===== src/rtl/cfgl_pkg.sv =====
package cfgl_pkg;

    localparam int DATA_W = 32;
    localparam int LEN_W  = 16;

    localparam logic [7:0]       HDR_VERSION = 8'h04;
    localparam logic [LEN_W-1:0] LEN_END     = '1;

    typedef enum logic [2:0] {
        ST_OPT,
        ST_HDR,
        ST_PL,
        ST_OUT,
        ST_DONE,
        ST_FAIL
    } ld_state_e;

    typedef enum logic [2:0] {
        EC_NONE    = 3'd0,
        EC_ABSENT  = 3'd1,
        EC_ERASED  = 3'd2,
        EC_BADVER  = 3'd3,
        EC_ZEROLEN = 3'd4
    } ld_err_e;

    typedef enum logic [1:0] {
        HV_PAYLOAD,
        HV_END,
        HV_FAIL
    } hdr_verdict_e;

    typedef struct packed {
        logic [LEN_W-1:0] len;
        logic [7:0]       spare;
        logic [7:0]       version;
    } pkt_hdr_t;

    // Byte length rounded up to whole 32-bit words.
    function automatic logic [LEN_W-1:0] bytes_to_words(input logic [LEN_W-1:0] len);
        logic [LEN_W:0] sum;
        sum = {1'b0, len} + (LEN_W+1)'(3);
        return LEN_W'(sum >> 2);
    endfunction

endpackage


===== src/rtl/cfgl_hdr_decode.sv =====
module cfgl_hdr_decode
    import cfgl_pkg::*;
(
    input  logic [DATA_W-1:0] word,
    output hdr_verdict_e      verdict,
    output ld_err_e           fail_code,
    output logic [LEN_W-1:0]  n_words
);
    pkt_hdr_t hdr;

    assign hdr     = pkt_hdr_t'(word);
    assign n_words = bytes_to_words(hdr.len);

    always_comb begin
        verdict   = HV_FAIL;
        fail_code = EC_NONE;
        if (&word) begin
            fail_code = EC_ERASED;
        end else if (hdr.version != HDR_VERSION) begin
            fail_code = EC_BADVER;
        end else if (hdr.len == LEN_END) begin
            verdict = HV_END;
        end else if (hdr.len == '0) begin
            fail_code = EC_ZEROLEN;
        end else begin
            verdict = HV_PAYLOAD;
        end
    end

endmodule


===== src/rtl/cfgl_word_counter.sv =====
module cfgl_word_counter #(
    parameter int W = 16
) (
    input  logic         clk,
    input  logic         rst,
    input  logic         load,
    input  logic [W-1:0] load_val,
    input  logic         dec,
    output logic         zero
);
    logic [W-1:0] cnt_q;

    always_ff @(posedge clk) begin
        if (rst) begin
            cnt_q <= '0;
        end else if (load) begin
            cnt_q <= load_val;
        end else if (dec && cnt_q != '0) begin
            cnt_q <= cnt_q - W'(1);
        end
    end

    assign zero = (cnt_q == '0);

endmodule


===== src/rtl/cfgl_out_hold.sv =====
module cfgl_out_hold #(
    parameter int W = 32
) (
    input  logic         clk,
    input  logic         rst,
    input  logic         load,
    input  logic [W-1:0] din,
    input  logic         ready,
    output logic         valid,
    output logic [W-1:0] dout,
    output logic         fire
);
    logic         valid_q;
    logic [W-1:0] data_q;

    assign fire  = valid_q && ready;
    assign valid = valid_q;
    assign dout  = data_q;

    always_ff @(posedge clk) begin
        if (rst) begin
            valid_q <= 1'b0;
            data_q  <= '0;
        end else if (load) begin
            valid_q <= 1'b1;
            data_q  <= din;
        end else if (fire) begin
            valid_q <= 1'b0;
        end
    end

endmodule


===== src/rtl/cfg_image_loader.sv =====
module cfg_image_loader
    import cfgl_pkg::*;
#(
    parameter int FL_AW  = 24,
    parameter int PAGE_W = 2
) (
    input  logic              clk,
    input  logic              rst,
    input  logic [PAGE_W-1:0] page_sel,
    output logic              fl_req,
    output logic [FL_AW-1:0]  fl_addr,
    input  logic              fl_ack,
    input  logic [DATA_W-1:0] fl_data,
    output logic              pl_valid,
    output logic [DATA_W-1:0] pl_data,
    input  logic              pl_ready,
    output logic              done,
    output logic              err,
    output logic [2:0]        err_code
);
    ld_state_e        st_q, st_d;
    logic [FL_AW-1:0] addr_q;
    ld_err_e          code_q;

    hdr_verdict_e     hv;
    ld_err_e          hcode;
    logic [LEN_W-1:0] hwords;

    logic take, fire, cnt_zero, page_absent;
    logic [FL_AW-1:0] page_start;

    assign fl_req      = (st_q == ST_OPT) || (st_q == ST_HDR) || (st_q == ST_PL);
    assign fl_addr     = (st_q == ST_OPT) ? FL_AW'(page_sel) : addr_q;
    assign take        = fl_req && fl_ack;
    assign page_absent = &fl_data;
    assign page_start  = fl_data[FL_AW+1:2];

    cfgl_hdr_decode u_dec (
        .word      (fl_data),
        .verdict   (hv),
        .fail_code (hcode),
        .n_words   (hwords)
    );

    cfgl_word_counter #(.W(LEN_W)) u_cnt (
        .clk      (clk),
        .rst      (rst),
        .load     ((st_q == ST_HDR) && take && (hv == HV_PAYLOAD)),
        .load_val (hwords),
        .dec      ((st_q == ST_PL) && take),
        .zero     (cnt_zero)
    );

    cfgl_out_hold #(.W(DATA_W)) u_out (
        .clk   (clk),
        .rst   (rst),
        .load  ((st_q == ST_PL) && take),
        .din   (fl_data),
        .ready (pl_ready),
        .valid (pl_valid),
        .dout  (pl_data),
        .fire  (fire)
    );

    always_comb begin
        st_d = st_q;
        unique case (st_q)
            ST_OPT: if (take) st_d = page_absent ? ST_FAIL : ST_HDR;
            ST_HDR: if (take) begin
                unique case (hv)
                    HV_PAYLOAD: st_d = ST_PL;
                    HV_END:     st_d = ST_DONE;
                    default:    st_d = ST_FAIL;
                endcase
            end
            ST_PL:  if (take) st_d = ST_OUT;
            ST_OUT: if (fire) st_d = cnt_zero ? ST_HDR : ST_PL;
            default: st_d = st_q;
        endcase
    end

    always_ff @(posedge clk) begin
        if (rst) begin
            st_q   <= ST_OPT;
            addr_q <= '0;
            code_q <= EC_NONE;
        end else begin
            st_q <= st_d;
            if ((st_q == ST_OPT) && take) begin
                if (page_absent) code_q <= EC_ABSENT;
                else             addr_q <= page_start;
            end
            if ((st_q == ST_HDR) && take) begin
                if (hv == HV_FAIL)        code_q <= hcode;
                else if (hv == HV_PAYLOAD) addr_q <= addr_q + FL_AW'(1);
            end
            if (fire) addr_q <= addr_q + FL_AW'(1);
        end
    end

    assign done     = (st_q == ST_DONE);
    assign err      = (st_q == ST_FAIL);
    assign err_code = code_q;

endmodule


===== config.mk =====
export PLATFORM = sky130hd
export DESIGN_NAME = cfg_image_loader
export DESIGN_NICKNAME = d
export VERILOG_FILES = /design/src/rtl/cfgl_pkg.sv /design/src/rtl/cfgl_hdr_decode.sv /design/src/rtl/cfgl_word_counter.sv /design/src/rtl/cfgl_out_hold.sv /design/src/rtl/cfg_image_loader.sv
export SDC_FILE = /design/constraint.sdc
export NUM_CORES = 1
export LEC_CHECK = 0
export BUFFER_PORTS_ARGS = -buffer_cell sky130_fd_sc_hd__buf_2
export CORE_MARGIN = 3
export CORE_UTILIZATION = 49
export DETAILED_ROUTE_END_ITERATION = 10
export PLACE_DENSITY = 0.85
export REMOVE_ABC_BUFFERS = 1
export SLEW_MARGIN = 25
export SYNTH_ARGS = -nofsm -noshare
export SYNTH_HDL_FRONTEND = slang
export SYNTH_SLANG_ARGS = --single-unit
export TNS_END_PERCENT = 1

===== constraint.sdc =====
create_clock -name clk -period 2.2 [get_ports clk]
set_input_delay 0.11 -clock clk [delete_from_list [all_inputs] [get_ports clk]]
set_output_delay 0.11 -clock clk [all_outputs]
set_load 0.05 [all_outputs]

Word level (Yosys, flattened, before mapping)
Cells that the tools add are included.
{"block": "word_totals", "ff_bits": 79, "input_bits": 38, "out_inout_bits": 63, "word_cells": 74}
{"block": "classes", "add_sub_neg": 3, "eq_ne": 13, "n_mux": 31, "n_reduce_logical": 20}
{"op": "$mux 24", "n": 7}
{"op": "$mux 3", "n": 13}
{"op": "$logic_not 16->1", "n": 2}
{"op": "$reduce_and 32->1", "n": 1}
{"op": "$mux 15", "n": 2}
{"op": "$add 24x1->24 const B", "n": 1}
{"op": "$add 16x2->17 const B", "n": 1}
{"op": "$eq 16x16->1 const B", "n": 1}
{"op": "$reduce_bool 16->1", "n": 1}
{"op": "$sub 16x1->16 const B", "n": 1}
{"op": "$pmux 3 s4", "n": 1}
{"op": "$mux 2", "n": 5}
{"op": "$ne 2x2->1 const B", "n": 4}
{"op": "$ne 8x3->1 const B", "n": 1}
{"op": "$logic_and 1x1->1", "n": 7}
{"op": "$eq 3x2->1 const B", "n": 2}
{"op": "$eq 3x3->1 const B", "n": 2}
{"op": "$pmux 3 s2", "n": 1}
{"op": "$reduce_and 5->1", "n": 1}
{"op": "$reduce_bool 2->1", "n": 2}
{"op": "$reduce_bool 4->1", "n": 1}
{"op": "$eq 3x1->1 const B", "n": 1}
{"op": "$logic_not 3->1", "n": 1}
{"op": "$eq 2x1->1 const B", "n": 1}
{"op": "other kinds (5)", "n": 7}

Depth between registers and ports, before layout
Gate-level depths: netlist of run 1.
{"block": "depth", "word_depth": 10, "depth_mapped": 10}

Hierarchy
Synthesis of run 1 repeated with hierarchy kept, for this count alone.
{"block": "hier_totals", "cells_unflattened": 558, "hier_area_um2": 4755.8}
{"mod": "cfg_image_loader", "instances": 1, "cells_per_inst": 271, "area_per_inst_um2": 2129.5}
{"mod": "cfgl_out_hold", "instances": 1, "cells_per_inst": 109, "area_per_inst_um2": 1211.2}
{"mod": "cfgl_word_counter", "instances": 1, "cells_per_inst": 114, "area_per_inst_um2": 944.7}
{"mod": "cfgl_hdr_decode", "instances": 1, "cells_per_inst": 64, "area_per_inst_um2": 470.5}

Least setup slack after synthesis of run 1
Ideal clock, no wire load.
{"block": "synth_path", "kind": "register to register", "startpoint": "register u_cnt.cnt_q[10]", "endpoint": "register u_cnt.cnt_q[7]", "setup_ns": 0.086, "arrival_ns": 2.054, "path_slack_ns": 0.060, "stages_incl_launch_ff": 8, "synth_period_minus_slack_ns": 2.140, "cell_sequence": "dfxtp_1 or4_1 nor4b_2 and2_1 buf_2 nor4_1 xnor2_1 a211oi_1"}
{"block": "synth_via", "elab_chain_cells": 3}
{"item": "start: declaration", "line_no": "cfgl_word_counter.sv:11", "rtl": "logic [W-1:0] cnt_q;"}
{"item": "start signal: assignment", "line_no": "cfgl_word_counter.sv:17", "rtl": "cnt_q <= load_val;"}
{"item": "start signal: assignment", "line_no": "cfgl_word_counter.sv:19", "rtl": "cnt_q <= cnt_q - W'(1);"}
{"item": "$reduce_bool 16->1", "line_no": "cfgl_word_counter.sv:18", "rtl": "end else if (dec && cnt_q != '0) begin"}
{"item": "$logic_and 1x1->1", "line_no": "cfgl_word_counter.sv:18"}
{"item": "$reduce_bool 2->1 (no line)"}
Every way passes these cells.
A chain may end at the register's enable or synchronous reset.

Worst setup path after layout of run 1
{"block": "layout_path", "startpoint": "register u_cnt.cnt_q[5]", "endpoint": "register u_cnt.cnt_q[13]"}
{"block": "layout_via", "elab_chain_cells": 3, "word_cells_on_any_way": 6, "cone_classes": "1 x add/sub; 2 x mux; 3 x reduce/logical"}
{"item": "$sub 16x1->16 / $reduce_bool 16->1 (equally long branches)", "line_no": "cfgl_word_counter.sv:19, cfgl_word_counter.sv:18"}
{"item": "$mux 15 / $logic_and 1x1->1 (equally long branches)", "line_no": "cfgl_word_counter.sv:18"}
{"item": "$mux 15 / $reduce_bool 2->1 (equally long branches)"}
Several ways; a longest one is shown, not always the timed one. The select of a mux whose other input is x is not followed.

==> results of run 1 <==
==> worst max-delay path: stages (launching register included) <==
cell and delay, ns:
dfxtp_1 0.33, or4_4 0.58, nor3_4 0.19, or3b_4 0.44
nor4_4 0.16, xnor2_1 0.11, a211oi_2 0.22
==> per-layer routing <==
layer / track usage / vias to the layer above
met3: 0.0618 / 31
li1: - / 2299
met4: 0.103 / 0
met1: 0.324 / 2298
met2: 0.467 / 254
met5: 0 / -
==> where the power goes <==
part	switching, mW	internal, mW	leakage (nW)
combinational	0.326	0.186	1.49
sequential	0.0402	1.47	0.641
clock	0.588	0.648	0.104
total	0.954	2.30	2.23
==> kinds of logic (layout without fill, tap and decap cells) <==
family,Yosys count,after routing,share of synthesized area
and+or+nand+nor,256,256,0.299
AOI/OAI and AO/OA,150,150,0.216
DFF,79,79,0.362
buffers and inverters,51,185,0.0487
xor gates and xnor gates,28,28,0.0561
muxes,4,4,0.00974
adders and majority gates,3,3,0.00859
==> synthesized netlist by cell type, drive strengths merged (12+ instances only) <==
cell	n	area [um2]
a211oi	15	118
a21oi	67	335
buf	15	77.6
clkbuf	24	90.1
dfxtp	79	1580
inv	12	45.0
nand2	100	375
nand3	19	95.1
nand4	15	93.8
nor2	39	149
nor2b	22	138
nor3	17	101
nor4	15	136
o21ai	18	90.1
xnor2	17	149
==> cell type report <==
| type | instances | area, um2 | share of cell area |
|---|---|---|---|
| clock buffer | 10 | 128 | 0.0228 |
| sequential | 79 | 1580 | 0.282 |
| inverter | 12 | 45.0 | 0.00803 |
| tap | 105 | 131 | 0.0234 |
| multi-input combinational | 441 | 2650 | 0.472 |
| timing repair buffer | 157 | 983 | 0.175 |
| clock inverter | 6 | 92.6 | 0.0165 |
==> stage by stage <==
| stage | instance area, um2 | setup WS [ns] | std cells |
|---|---|---|---|
| final | 5610 | 0.105 | 810 |
| after global placement | 5270 | 0.0460 | 787 |
| after detailed placement | 5270 | -0.0440 | 787 |
| after floorplan | 4200 | -2.37 | 532 |
| after global routing | 5610 | -0.0233 | 810 |
| after CTS | 5560 | 0.00803 | 810 |
==> flip-flops by register name, indices dropped and copies added, names as in the netlist <==
name and count:
st_q 3, addr_q 24, u_out.dout 32, err_code 3, u_out.valid 1, u_cnt.cnt_q 16
==> worst min-delay path by stage <==
stage                            endpoint  slack, ns
after global placement          addr_q[7]       0.36
after global routing       u_out.dout[10]       0.02
after floorplan           u_cnt.cnt_q[13]       0.17
after detailed placement        addr_q[7]       0.38
final                      u_out.dout[10]       0.02
after CTS                   u_out.dout[1]      0.003
==> timing repair <==
item,in CTS,in global routing
pin swaps,0,2
gates resized for setup,2,8
setup endpoints to repair,6,50
endpoints found under the hold margin,7,0
hold buffers,7,0
==> impl_results.md, run 1 <==
- 1st-iter DRT viols: 250
- Vias post-DR: around 4.9k
- Ports: 101
- Beginning of the critical path: u_cnt.cnt_q[5]
- CTS tree: built
- Commonest non-fill, non-tap cells in the layout: nand2_1 (100), buf_2 (100), dfxtp_1 (79)
- R2R cell count: 6
- Worst r2r src: u_cnt.cnt_q[5]
- Critical Path RT: about 2.5 ns
- RSZ-0062 raised after global routing: yes
- Die height: between 100 and 150 um
- Crit path DAT: between 2 and 2.5 ns
- WS Path Type: reg2reg
- Peak Freq: roughly 480 MHz
- Setup TNS: 0 ns
- EDFF count, synth: 0
- Initial Util: 0.519
- CP Max Fanout: 5
- Initial DRT Pass Iterations: 5
- Routed WL: 13700 um
- Hold_ws: ~0.018 ns
- Syn Area/Cell: around 7.6 um2
- Fin. Hold Viols: 0
- Cells on Worst Hold Path: 3
- Startpoint Class: flop
- Share of cells above drive strength 1: 0.265
- Headroom to the max-slew limit: 0.561
- Post-DP HPWL: around 9800 um
- Ant. Diodes: 0
- Yosys warning total: 0
- Met3 routed WL: ~1200 um
- Highest Signal Layer: met4
- CTS root buf: clkbuf_8
- Clk_skew: ~0.011 ns
- Vias per std cell: about 6
- Wire per inst: ~17 um
- First-pass GRT wire length: around 22000 um
- Top FF cell, synth: dfxtp_1
- GRT overflow: 0
- Tcrit/Tclk final: 0.952
- Crit path capture type: flop
- Syn Std Cell Area: approximately 4400 um2
- CTS sink cnt: 79
- Routed wl met2: between 6000 and 7000 um
- Final count of negative-setup-slack endpoints: 0
- Hold path start: fl_data[10]
- Nets@finish: between 700 and 800
- Register area share after synthesis: 0.362
- Tot GR Track Use: 0.270
- Initial antenna violation count: 0
- Slew Viols, Final: 0
- Max Cap Violations: 0
- R2R Setup Slk: 0.11 ns
- TritonCTS Buffers: 9
- Fin crit period: approximately 2.1 ns
- Post CTS Setup Buffer Count: 0
- Worst hold path type: in2reg
- Placeable Area: 8420 um2
- # rows: 33
- Outcome: finished, final reports clean
- Vias in the first global route: 4758
- PwrDens: slightly below 600 nW/um2
- Worst-path clk slew: 0.09 ns
- CTS Buffer Depth: 2
- Worst ir drop on vdd: between 0.4 and 0.5 mV
- DIE AREA: 10100 um2
- Setup crit end: u_cnt.cnt_q[13]
- FILL cells: around 760
- Clk_lat worst skew: roughly 0.37 ns
- Cell count after synthesis: roughly 570
- Reg2reg end: u_cnt.cnt_q[13]
- IO Port Bufs: 100
- Yosys reg bits: 79
- Post-Route M1 WL: 5260 um
- Remaining DRCs: 0
- Yosys cell types: 58
- LEAKAGE: roughly 2.2 nW
- Total Power: between 3 and 4 mW
- Layout area overhead: 28.4%
- CTS H-tree depth: 3
- Antenna viol nets, final: 0
- Async SR Flop Fraction: 0
- GPL Wtd Cong: 0.922
- Worst-margin pin slew: 0.657 ns
- Final Util: 0.666
- Largest net degree at the start of global routing: 34
- Die Width: between 100 and 150 um
Note: power is estimated with default switching activity, not from simulation.
==> run 2: changes to the inputs <==
- CORE_UTILIZATION: 49 -> 54
- PLACE_DENSITY: 0.85 -> 0.88
- clock period: 2.2 -> 1.95 ns (I/O delays scaled with it)
==> run 2 against run 1 <==
Compared with the run above: the flow now finishes with violations (negative setup slack); fmax rose by 2.2%; wire length rose by 3.4%; final area rose by 3.8%; critical path depth rose by 1; non-clock buffer count rose by 28; critical path type unchanged; critical endpoint is now u_cnt.cnt_q[11]; largest cell class unchanged; largest power group unchanged.
==> impl_results.md, run 2 (synthesis gave the netlist of run 1 again) <==
- Startpoint Class: flop
- Vias per std cell: 5.98 (-0.83%)
- Headroom to the max-slew limit: 0.633 (+0.0712)
- Commonest non-fill, non-tap cell in the layout: buf_2
- Wire per inst: 17.0 um (+0.35%)
- Final count of negative-setup-slack endpoints: 5 (+5)
- First-pass GRT wire length: 22300 um (+0.75%)
- R2R Setup Slk: -0.10 ns (-0.21 ns)
- Failing checks: negative setup slack
- Max Cap Violations: 0 (unchanged)
- CTS sink cnt: 79 (unchanged)
- Tcrit/Tclk final: 1.05 (+0.0993)
- Met2 Usage GRT: 0.518 (+0.0509)
- Worst ir drop on vdd: 0.722 mV (+79%)
- CP Max Fanout: 5 (unchanged)
- Met1 Usage GRT: 0.390 (+0.0659)
- Slew Viols, Final: 0 (unchanged)
- Vias post-DR: 4991 (+2.2%)
- Outcome: finished with violations
- Worst hold path type: in2reg
- CTS Buffer Depth: 2 (unchanged)
- Routed WL: 14200 um (+3.4%)
- Ant. Diodes: 0 (unchanged)
- FILL cells: 578 (-24%)
- Internal power: 2.35 mW (+2.3%)
- Initial antenna violation count: 0 (unchanged)
- Worst-path clk slew: 0.09 ns (about the same)
- Net Sw Power: 1.07 mW (+13%)
- Die height: 95.9 um (-4.5%)
- Fin crit period: 2.05 ns (-0.0445 ns)
- Largest net degree at the start of global routing: 36 (+5.9%)
- Layout area overhead: 33.3%
- Vias in the first global route: 4663 (-2.0%)
- Critical Path RT: 2.19 ns (-0.30 ns)
- Fin. Hold Viols: 0 (unchanged)
- Commonest non-fill, non-tap cells in the layout: buf_2 (100), nand2_1 (98), buf_4 (76)
- Placed Cells: 814 (+3.4%)
- Area post-placement: 5470 um2 (+4.0%)
- RSZ-0062 raised after global routing: yes
- Final critical-path setup slack: -0.100 ns (-0.206 ns)
- Critical Path Slowest Stage Cell: or4_4
- Share of cells above drive strength 1: 0.329 (+0.0635)
- Initial DRT Pass Iterations: 5 (unchanged)
- Remaining DRCs: 0 (unchanged)
- Crit-path max cell delay: 0.55 ns (-0.03 ns)
- CTS H-tree depth: 3 (unchanged)
- Delay-heaviest family, CP: simple AND/OR/NAND/NOR gates
- GRT overflow: 0 (unchanged)
- CTS root buf: clkbuf_8
- Antenna viol nets, final: 0 (unchanged)
- Post-DP HPWL: 10300 um (+5.1%)
- Initial Util: 0.559 (+0.0409)
- GPL Wtd Cong: 0.927 (+0.56%)
- 1st-iter DRT viols: 497 (+99%)
- Crit path capture type: flop
- Busiest grt layer: met2
- Post CTS Setup Buffer Count: 0 (unchanged)
- IO Port Bufs: 100 (unchanged)
- Power share of the clock group: 0.325 (-0.055)
- DIE AREA: 9200 um2 (-8.7%)
- WP buf/inv: 1 (+1)
- LEAKAGE: 2.35 nW (+5.3%)
- Sequential Power Share: 0.497 (+0.034)
- Worst-margin pin slew: 0.550 ns (-0.106 ns)
- Ports: 101 (unchanged)
- Nets@finish: 769 (+3.8%)
- Clk_lat worst skew: 0.36 ns (about the same)
- CTS tree: built
- PwrDens: 588 nW/um2 (+1.4%)
- TritonCTS Buffers: 9 (unchanged)
- Met3 Use GR: 0.0516 (-0.0102)
- Finished Layout Cells: 835 (+3.1%)
- # rows: 32 (-3.0%)
- WS Path Type: reg2reg
- Die Width: 95.9 um (-4.5%)
- Clk_skew: 0.0138 ns (+0.00312 ns)
- Sw Share: 0.314 (+0.0206)
- Crit path DAT: 2.29 ns (-0.10 ns)
- Total Power: 3.43 mW (+5.3%)
- Logic pwr share: 0.178 (+0.021)
- Placeable Area: 7810 um2 (-7.3%)
- Peak Freq: 488 MHz (+2.2%)
- Tot GR Track Use: 0.308 (+0.0382)
- Max reg flops: 32 (unchanged)
- Post-Layout Inst Area: 5820 um2 (+3.8%)
- Setup TNS: -0.345 ns (-0.345 ns)
- Cells along the critical path: or4_4 > nor4b_4 > buf_4 > or3b_4 > nor2_2 > xnor2_1 > a211oi_1
-- run 2: cell types whose count changed in the layout (fill, tap and decap cells not counted), sizes merged --
cell	change
buf	+30
bufinv	-2
clkbuf	+1
clkinv	+2
dlygate4sd3	-2
inv	-1
-- run 2: path summary, 6_finish.rpt --
path | end | from | cells past startpoint
setup / recovery | u_cnt.cnt_q[11] | u_cnt.cnt_q[10] | 7
hold / removal | u_out.dout[15] | fl_data[15] | 3
setup reg to reg | u_cnt.cnt_q[11] | u_cnt.cnt_q[10] | 7
hold reg to reg | u_out.dout[30] | u_out.dout[30] | 2
-- run 2: timing repair --
| item | 4_1_cts | 5_1_grt |
|---|---|---|
| hold buffers | 5 | 0 |
| pin swaps | 3 | 11 |
| gates resized for setup | 9 | 29 |
| hold endpoints to repair | 6 | 0 |
| endpoints found under the setup margin | 23 | 58 |
-- run 2: final cells by class --
class                      count  area (um2)  area share
clock buffer                  11         131      0.0226
clock inverter                 5        33.8     0.00580
inverter                      12        45.0     0.00773
multi-input combinational    441        2710       0.466
sequential                    79        1590       0.273
tap                          102         128      0.0219
timing repair buffer         185        1180       0.203
-- run 2: routing by layer --
metal / wire, um / vias up
li1: - / 2354
met5: 0 / -
met4: 339 / 0
met3: 1190 / 35
met2: 6950 / 263
met1: 5680 / 2339
-- run 2: power groups by stage --
stage / registers, mW / logic, mW / clock network, mW
2_1_floorplan: 1.74 / 0.287 / 0
3_3_place_gp: 1.73 / 0.566 / 0
3_5_place_dp: 1.74 / 0.578 / 0
4_1_cts: 1.70 / 0.591 / 1.11
5_1_grt: 1.71 / 0.649 / 1.19
6_report: 1.70 / 0.610 / 1.11
-- run 2: stage by stage --
step                      hold WS [ns]  setup WS (ns)  utilization
after CTS                     0.000658         -0.108        0.732
after detailed placement         0.358         -0.149        0.701
after global placement           0.348        -0.0477        0.701
after floorplan                  0.162          -2.62            -
final                          0.00883         -0.100        0.746
after global routing           0.00451         -0.203        0.746
-- run 2: worst min-delay path, delay by kind of cell --
family,cells,cell delay [ns]
compound gates,1,0.06
simple gates,1,0.05
buf+inv,1,0.12
